[config.mk]
export PLATFORM = sky130hd
export DESIGN_NAME = sdac_input_reg
export DESIGN_NICKNAME = d
export VERILOG_FILES = /design/src/rtl/sdac_pkg.sv /design/src/rtl/sdac_sync.sv /design/src/rtl/sdac_edge.sv /design/src/rtl/sdac_rank1.sv /design/src/rtl/sdac_rank2.sv /design/src/rtl/sdac_input_reg.sv
export SDC_FILE = /design/constraint.sdc
export NUM_CORES = 1
export LEC_CHECK = 0
export ABC_CLOCK_PERIOD_IN_PS = 2100
export BUFFER_PORTS_ARGS = -buffer_cell sky130_fd_sc_hd__buf_4
export CAP_MARGIN = 20
export CORE_MARGIN = 3
export CORE_UTILIZATION = 45
export CTS_BUF_LIST = sky130_fd_sc_hd__clkbuf_4 sky130_fd_sc_hd__clkbuf_8
export DETAILED_ROUTE_END_ITERATION = 10
export PLACE_DENSITY = 0.71
export SYNTH_ARGS = -nofsm -noshare
export SYNTH_HDL_FRONTEND = slang
export SYNTH_SLANG_ARGS = --single-unit
[constraint.sdc]
create_clock -name clk -period 2.1 [get_ports clk]
set_input_delay 0.21 -clock clk [delete_from_list [all_inputs] [get_ports clk]]
set_output_delay 0.21 -clock clk [all_outputs]
set_load 0.03 [all_outputs]
[src/rtl/sdac_pkg.sv]
`timescale 1ns/1ps
package sdac_pkg;

    localparam int DEF_WORD_W      = 16;
    localparam int DEF_SYNC_STAGES = 2;

    // Raw pin bundle carried through the synchroniser
    typedef struct packed {
        logic data;
        logic bclk;
        logic frame;
        logic load;
    } pins_t;

    // Index of each control pin inside the edge-detector vector
    localparam int EDGE_BCLK  = 0;
    localparam int EDGE_FRAME = 1;
    localparam int EDGE_LOAD  = 2;
    localparam int EDGE_N     = 3;

    // Width needed to count 0..w
    function automatic int cnt_bits(input int w);
        return $clog2(w + 1);
    endfunction

endpackage

[src/rtl/sdac_sync.sv]
`timescale 1ns/1ps
module sdac_sync #(
    parameter int W      = 4,
    parameter int STAGES = 2
) (
    input  logic         clk,
    input  logic         rst,
    input  logic [W-1:0] d,
    output logic [W-1:0] q
);

    logic [W-1:0] st [STAGES];

    genvar g;
    generate
        for (g = 0; g < STAGES; g++) begin : g_stage
            if (g == 0) begin : g_first
                always_ff @(posedge clk) begin
                    if (rst) st[g] <= '0;
                    else     st[g] <= d;
                end
            end else begin : g_next
                always_ff @(posedge clk) begin
                    if (rst) st[g] <= '0;
                    else     st[g] <= st[g-1];
                end
            end
        end
    endgenerate

    assign q = st[STAGES-1];

endmodule

[src/rtl/sdac_edge.sv]
`timescale 1ns/1ps
module sdac_edge #(
    parameter int W = 3
) (
    input  logic         clk,
    input  logic         rst,
    input  logic [W-1:0] lvl,
    output logic [W-1:0] rise
);

    logic [W-1:0] prev_q;

    always_ff @(posedge clk) begin
        if (rst) prev_q <= '0;
        else     prev_q <= lvl;
    end

    assign rise = lvl & ~prev_q;

endmodule

[src/rtl/sdac_rank1.sv]
`timescale 1ns/1ps
module sdac_rank1 #(
    parameter int W  = 16,
    parameter int CW = 5
) (
    input  logic          clk,
    input  logic          rst,
    input  logic          bit_rise,
    input  logic          bit_val,
    input  logic          hold_lvl,
    input  logic          cnt_clr,
    output logic [W-1:0]  shift_q,
    output logic [W-1:0]  rank1_q,
    output logic [CW-1:0] bit_cnt
);

    localparam logic [CW-1:0] CNT_MAX = CW'(W);

    logic [W-1:0]  shift_d;
    logic [CW-1:0] cnt_base;
    logic [CW-1:0] cnt_d;

    always_comb begin
        shift_d = bit_rise ? {shift_q[W-2:0], bit_val} : shift_q;
        cnt_base = cnt_clr ? '0 : bit_cnt;
        cnt_d = cnt_base;
        if (bit_rise && (cnt_base < CNT_MAX))
            cnt_d = cnt_base + CW'(1);
    end

    always_ff @(posedge clk) begin
        if (rst) begin
            shift_q <= '0;
            rank1_q <= '0;
            bit_cnt <= '0;
        end else begin
            shift_q <= shift_d;
            bit_cnt <= cnt_d;
            if (!hold_lvl)
                rank1_q <= shift_d;
        end
    end

endmodule

[src/rtl/sdac_rank2.sv]
`timescale 1ns/1ps
module sdac_rank2 #(
    parameter int W  = 16,
    parameter int CW = 5
) (
    input  logic          clk,
    input  logic          rst,
    input  logic          ld_lvl,
    input  logic          ld_rise,
    input  logic [W-1:0]  rank1_q,
    input  logic [CW-1:0] bit_cnt,
    output logic [W-1:0]  code_q,
    output logic          short_q
);

    localparam logic [CW-1:0] CNT_FULL = CW'(W);

    always_ff @(posedge clk) begin
        if (rst) begin
            code_q  <= '0;
            short_q <= 1'b0;
        end else begin
            if (!ld_lvl || ld_rise)
                code_q <= rank1_q;
            if (ld_rise)
                short_q <= (bit_cnt != CNT_FULL);
        end
    end

endmodule

[src/rtl/sdac_input_reg.sv]
`timescale 1ns/1ps
module sdac_input_reg
    import sdac_pkg::*;
#(
    parameter int WORD_W      = DEF_WORD_W,
    parameter int SYNC_STAGES = DEF_SYNC_STAGES
) (
    input  logic              clk,
    input  logic              rst,
    input  logic              ser_data,
    input  logic              cs_bclk,
    input  logic              frame_hold,
    input  logic              load_in,
    output logic [WORD_W-1:0] dac_code,
    output logic              short_word
);

    localparam int CW = cnt_bits(WORD_W);

    pins_t              pins_raw;
    pins_t              pins_s;
    logic [EDGE_N-1:0]  ctl_lvl;
    logic [EDGE_N-1:0]  ctl_rise;
    logic               bit_rise;
    logic               ld_rise;
    logic               fr_rise;
    logic [WORD_W-1:0]  shift_q;
    logic [WORD_W-1:0]  rank1_q;
    logic [CW-1:0]      bit_cnt;

    assign pins_raw = '{data: ser_data, bclk: cs_bclk, frame: frame_hold, load: load_in};

    sdac_sync #(.W($bits(pins_t)), .STAGES(SYNC_STAGES)) sync_i (
        .clk (clk),
        .rst (rst),
        .d   (pins_raw),
        .q   (pins_s)
    );

    always_comb begin
        ctl_lvl             = '0;
        ctl_lvl[EDGE_BCLK]  = pins_s.bclk;
        ctl_lvl[EDGE_FRAME] = pins_s.frame;
        ctl_lvl[EDGE_LOAD]  = pins_s.load;
    end

    sdac_edge #(.W(EDGE_N)) edge_i (
        .clk  (clk),
        .rst  (rst),
        .lvl  (ctl_lvl),
        .rise (ctl_rise)
    );

    assign bit_rise = ctl_rise[EDGE_BCLK];
    assign fr_rise  = ctl_rise[EDGE_FRAME];
    assign ld_rise  = ctl_rise[EDGE_LOAD];

    sdac_rank1 #(.W(WORD_W), .CW(CW)) rank1_i (
        .clk      (clk),
        .rst      (rst),
        .bit_rise (bit_rise),
        .bit_val  (pins_s.data),
        .hold_lvl (pins_s.frame),
        .cnt_clr  (ld_rise | fr_rise),
        .shift_q  (shift_q),
        .rank1_q  (rank1_q),
        .bit_cnt  (bit_cnt)
    );

    sdac_rank2 #(.W(WORD_W), .CW(CW)) rank2_i (
        .clk     (clk),
        .rst     (rst),
        .ld_lvl  (pins_s.load),
        .ld_rise (ld_rise),
        .rank1_q (rank1_q),
        .bit_cnt (bit_cnt),
        .code_q  (dac_code),
        .short_q (short_word)
    );

endmodule

-- Word level (Yosys, flattened, before mapping)
Memories as Yosys holds them, arrays and structs flattened.
Index checks and enable logic that the tools add are counted.
- bits in writable memories: 8
- memories kept: 1
- bits in registers: 57
- word-level logic and storage cells: 26
- input port bits: 6
- reductions and logical operators: 3
- multiplexer cells: 8
- order comparisons: 1
- equality and inequality tests: 1
- $add $sub $neg: 1
- bitwise logic cells: 5
- memory list (name ; depth ; width ; read ports ; clocked after Yosys merged registers in ; wr ports ; RTL line ; source):
    sync_i.st ; 2 ; 4 ; 2 ; 0 ; 2 ; sdac_sync.sv:12 ; logic [W-1:0] st [STAGES];
- operator list (kind ; number):
    16-bit two-way mux ; 1
    5-bit two-way mux ; 2
    4-bit two-way mux ; 2
    5-bit by 1-bit adder with 5-bit output (second input constant) ; 1
    5-bit < comparator (second input constant) ; 1
    5-bit inequality test (second input constant) ; 1
    3-bit AND ; 1
    1-bit two-way mux ; 3
    3-bit NOT ; 1
    1-bit OR ; 3
    1-bit logical AND ; 1
    1-bit zero test ; 1
    1-bit logical OR ; 1

-- Logic depth before layout (Yosys ltp)
- depth in word-level cells: 7
- depth in mapped cells: 6

-- Modules after synthesis
From an unflattened synthesis, not the netlist that was laid out.
- cells, all modules: 249
- area total of the unflattened synthesis: 2404.8 um2
- by module, submodules not included (module ; seq. area each (um2) ; cells an instance ; area each (um2) ; times used):
    sdac_rank1 ; 740.7 ; 146 ; 1387.6 ; 1
    sdac_rank2 ; 340.3 ; 77 ; 695.7 ; 1
    sdac_sync ; 160.2 ; 16 ; 210.2 ; 1
    sdac_edge ; 60.1 ; 9 ; 105.1 ; 1
    sdac_input_reg ; 0.0 ; 1 ; 6.3 ; 1

-- Worst setup path before layout
No wires, ideal clock.
- path kind: reg2reg
- from: reg edge_i.prev_q[0]
- to: reg rank1_i.bit_cnt[3]
- required time: 1988 ps
- data arrival time: 1377 ps
- period minus slack after synthesis: 1489 ps
- stages on the path, launching flop included: 5
- slack: 611 ps
- library setup time: 112 ps
- path buffers: 1
- cell sequence: dfxtp_1 > nand2b_1 > buf_6 > or4_1 > a2111oi_1
- word-level cells in the longest chain between the ends: 4
- ends and longest elaborated chain (item ; RTL line ; source):
    from (decl) ; sdac_edge.sv:11 ; logic [W-1:0] prev_q;
    from (signal assigned) ; sdac_edge.sv:15 ; else prev_q <= lvl;
    3-bit NOT ; sdac_edge.sv:18 ; assign rise = lvl & ~prev_q;
    3-bit AND ; sdac_edge.sv:18 ;
    1-bit logical AND ; sdac_rank1.sv:27 ; if (bit_rise && (cnt_base < CNT_MAX))
    5-bit two-way mux ; sdac_rank1.sv:27 ;
    to (signal assigned) ; sdac_rank1.sv:38 ; bit_cnt <= cnt_d;
    to (decl) ; sdac_rank1.sv:14 ; output logic [CW-1:0] bit_cnt
Every way passes these cells.
A chain may end at the register's enable or synchronous reset.

-- Worst setup path in the final report
- from: reg edge_i.prev_q[2]
- to: reg rank1_i.bit_cnt[2]
- word-level cells in the longest chain between the ends: 7
- elaborated cells on any way between the ends: 8
- classes of those cells: add/sub: 1; order compare: 1; mux: 2; bitwise: 3; reduce/logical: 1
- ends and longest elaborated chain (item ; RTL line ; source):
    3-bit NOT (*) ; sdac_edge.sv:18 ;
    3-bit AND (*) ; sdac_edge.sv:18 ;
    1-bit OR (*) ; sdac_input_reg.sv:64 ; .cnt_clr (ld_rise | fr_rise),
    5-bit two-way mux (*) ; sdac_rank1.sv:25 ; cnt_base = cnt_clr ? '0 : bit_cnt;
    5-bit < comparator ; sdac_rank1.sv:27 ;
    1-bit logical AND ; sdac_rank1.sv:27 ;
    5-bit two-way mux (*) ; sdac_rank1.sv:27 ;
Every way passes the cells marked *; elsewhere a longest branch is shown, timed or not.

==> flow_summary_export.csv <==
group,metric,value,unit
run_status,status,"finished, final reports clean",
yosys,ys_ff_latch,65,
clock_tree,numCtsBuffers,9,
yosys,yosys.area.top_type_share,56.55,%
routing,wl_per_cell,12.20,um
routing,dr.pass1.iters,4,
floorplan,core_area,4817,sq um
yosys,synth.avg_cell_area,9.430,sq um
clock_tree,clk_pin_slew,0.07,ns
yosys,synth_area_leader_cell,"dfxtp_1",
timing,timing.final.crit_share,76.07,%
placement,io_buffers,22,
yosys,yosys-top-cells-area,"dfxtp_1, mux2i_1, nor2_1, nand2_1, a211oi_1",
yosys,async_flop_share,0,%
timing,finalClockSkew,0.007250,ns
power,pwr-share-comb,4.2,%
global_routing,grt.busiest_layer,"met2",
flow_run,drv_cap,0,
layout,drive_gt1_share,16.04,%
timing,slew_headroom,56.32,%
routing,totalWireLength,4087,um
routing,drt-initial-drc-count,56,
layout,final_util,56.83,%
global_routing,grt_use_total,15.80,%
yosys,synth_fp_nets,251,
global_routing,grt_pass1_vias,1582,
global_routing,grt_use_met2,24.35,%
timing,fin_setup_tns,0,ns
global_routing,global_route.usage.met3,8.005,%
timing,final-setup-viol-count,0,
clock_tree,cts_tree,"built",
global_routing,grt_max_degree,68,
timing,rsz0062_at_grt,"false",
yosys,synth_cell_types,32,
routing,num_vias,1680,
floorplan,initial_core_util,47.77,%
yosys,synthCells,244,
setup_path,cp.arrival,1.79,ns
clock_tree,clk_latency,0.34,ns
yosys,yosysWarnings,0,
timing,maxSlewViolCount,0,
yosys,synth_seq_area_share,56.55,%
global_routing,grt_first_pass_wirelength,7176,um
floorplan,die_w,77.51,um
floorplan,io_pins,23,
setup_path,worstSetupPathType,"reg -> reg",
clock_tree,hold_buffers,0,
placement,globalplace.congestion,0.8268,
setup_path,cp.required,2.29,ns
setup_path,start_kind,"flip-flop",
global_routing,grt_overflow_total,0,
clock_tree,cts_resized,0,
power,power_frac_clock,46.9,%
power,ir_worst_vdd,0.5640,mV
routing,drcViolationCount,0,
routing,vias_per_cell,5.015,
power,seqPwrFrac,48.9,%
floorplan,fp.dieH,77.51,um
placement,hpwl,2472,um
timing,finalHoldViolations,0,
setup_path,end_kind,"flip-flop",
global_routing,antenna_found_initial,0,
routing,final_antenna_net_count,0,
timing,fmax,626.0,MHz
clock_tree,cts_max_path_buffers,2,
setup_path,worstPathMaxFanout,5,
floorplan,die-area,6007,sq um
layout,nNetsFinal,270,
power,power.leakage,1.066,nW
yosys,synthesis.area,2301,sq um
global_routing,met1_usage,18.11,%
clock_tree,cts-root-buf,"clkbuf_8",
timing,worst_pin_slew,0.6552,ns
timing,fin_crit,1.597,ns
power,power.switching,0.0005348,W
yosys,synth_ff_type,"dfxtp_1",
power,sw_frac_of_total,20.57,%
power,intPower,0.002065,W
layout,antenna_cells,0,
power,powerDensity,949.6,nW/um^2
floorplan,rows,25,
min_path,hp-class,"in -> reg",
yosys,synth_edf_count,0,
clock_tree,clock_sinks,65,
clock_tree,htreeDepth,3,
layout,area_growth,18.98,%
clock_tree,cts_setup_buffers,0,
==> final timing paths <==
check / from / end / slack (ns) / cells after the start
worst max-delay path: edge_i.prev_q[2] / rank1_i.bit_cnt[2] / 0.50 / 6
worst min-delay path: load_in / sync_i.st[0][0] / 0.08 / 2
worst max register to register: edge_i.prev_q[2] / rank1_i.bit_cnt[2] / 0.50 / 6
worst min register to register: sync_i.st[0][1] / sync_i.st[1][1] / 0.44 / 1
==> layout by cell type, fill, tap and decap left out, types with 2 or more instances in the layout <==
cell type	count
bufinv_16	2
nor2_1	37
a21oi_1	17
nor2b_1	12
clkbuf_8	12
mux2i_1	16
nand2_1	33
inv_1	2
nor3_1	3
a211oi_1	16
o32ai_1	2
and3_1	2
dfxtp_1	65
nand2b_1	5
a31oi_1	2
buf_4	25
==> cell families (layout without fill, tap and decap cells) <==
| logic type | Yosys count | in the layout | synth area share (%) |
|---|---|---|---|
| buf+inv | 19 | 43 | 3.535 |
| compound gates | 43 | 43 | 12.51 |
| fa+ha+maj | 1 | 1 | 0.5437 |
| mux | 16 | 16 | 6.960 |
| simple gates | 100 | 100 | 19.90 |
| flops | 65 | 65 | 56.55 |
==> critical path: stages (launching register included) <==
cell and delay [ns]:
dfxtp_1 0.33, nand2b_1 0.21, and3_1 0.20, ha_1 0.23, and4b_2 0.23, a31oi_1 0.16, o32ai_1 0.10
==> synth_stat cells, drive strengths merged (2+ instances only) <==
library cell  count
a211oi           16
a21oi            17
a31oi             2
and3              2
buf               5
clkbuf           12
dfxtp            65
inv               2
mux2i            16
nand2            33
nand2b            5
nor2             37
nor2b            12
nor3              3
o32ai             2
==> layout make-up <==
class                   count  area [sq um]
clock buffers              12         165.2
clock inverters             4         73.82
fillers                   466          2079
inverters                   2         7.507
multi-input cells         160         918.4
flip-flops and latches     65          1301
well taps                  67         83.83
repair buffers             25         187.7
==> layer usage <==
metal	up-vias	part of all wire (%)
met5	-	0
li1	868	-
met4	0	1.9
met1	771	47
met3	7	5.0
met2	34	46
==> state kept, by name (all words and copies together), names as in the netlist <==
name and flops:
rank2_i.code_q 16, sync_i.st 8, rank1_i.shift_q 16, rank1_i.bit_cnt 5, rank2_i.short_q 1, edge_i.prev_q 3, rank1_i.rank1_q 16
==> stage by stage <==
| stage | cells | total power, W | hold slack, ns | setup WS (ns) | instance area (sq um) |
|---|---|---|---|---|---|
| after floorplan | 244 | 0.001377 | 0.3382 | 0.6112 | 2301 |
| after global placement | 319 | 0.001406 | 0.4201 | 0.6190 | 2499 |
| after detailed placement | 319 | 0.001407 | 0.4289 | 0.5436 | 2499 |
| after CTS | 335 | 0.002633 | 0.05964 | 0.5172 | 2738 |
| after global routing | 335 | 0.002705 | 0.07169 | 0.3969 | 2738 |
| final | 335 | 0.002600 | 0.07860 | 0.5026 | 2738 |
==> power by group through the flow <==
stage	sequential, W	clock, W	combinational [W]
2_1_floorplan	0.00131	0	0.0000692
3_3_place_gp	0.00130	0	0.000109
3_5_place_dp	0.00130	0	0.000109
4_1_cts	0.00127	0.00125	0.000110
5_1_grt	0.00127	0.00131	0.000120
6_report	0.00127	0.00122	0.000109
Note: power is estimated with default switching activity, not from simulation.
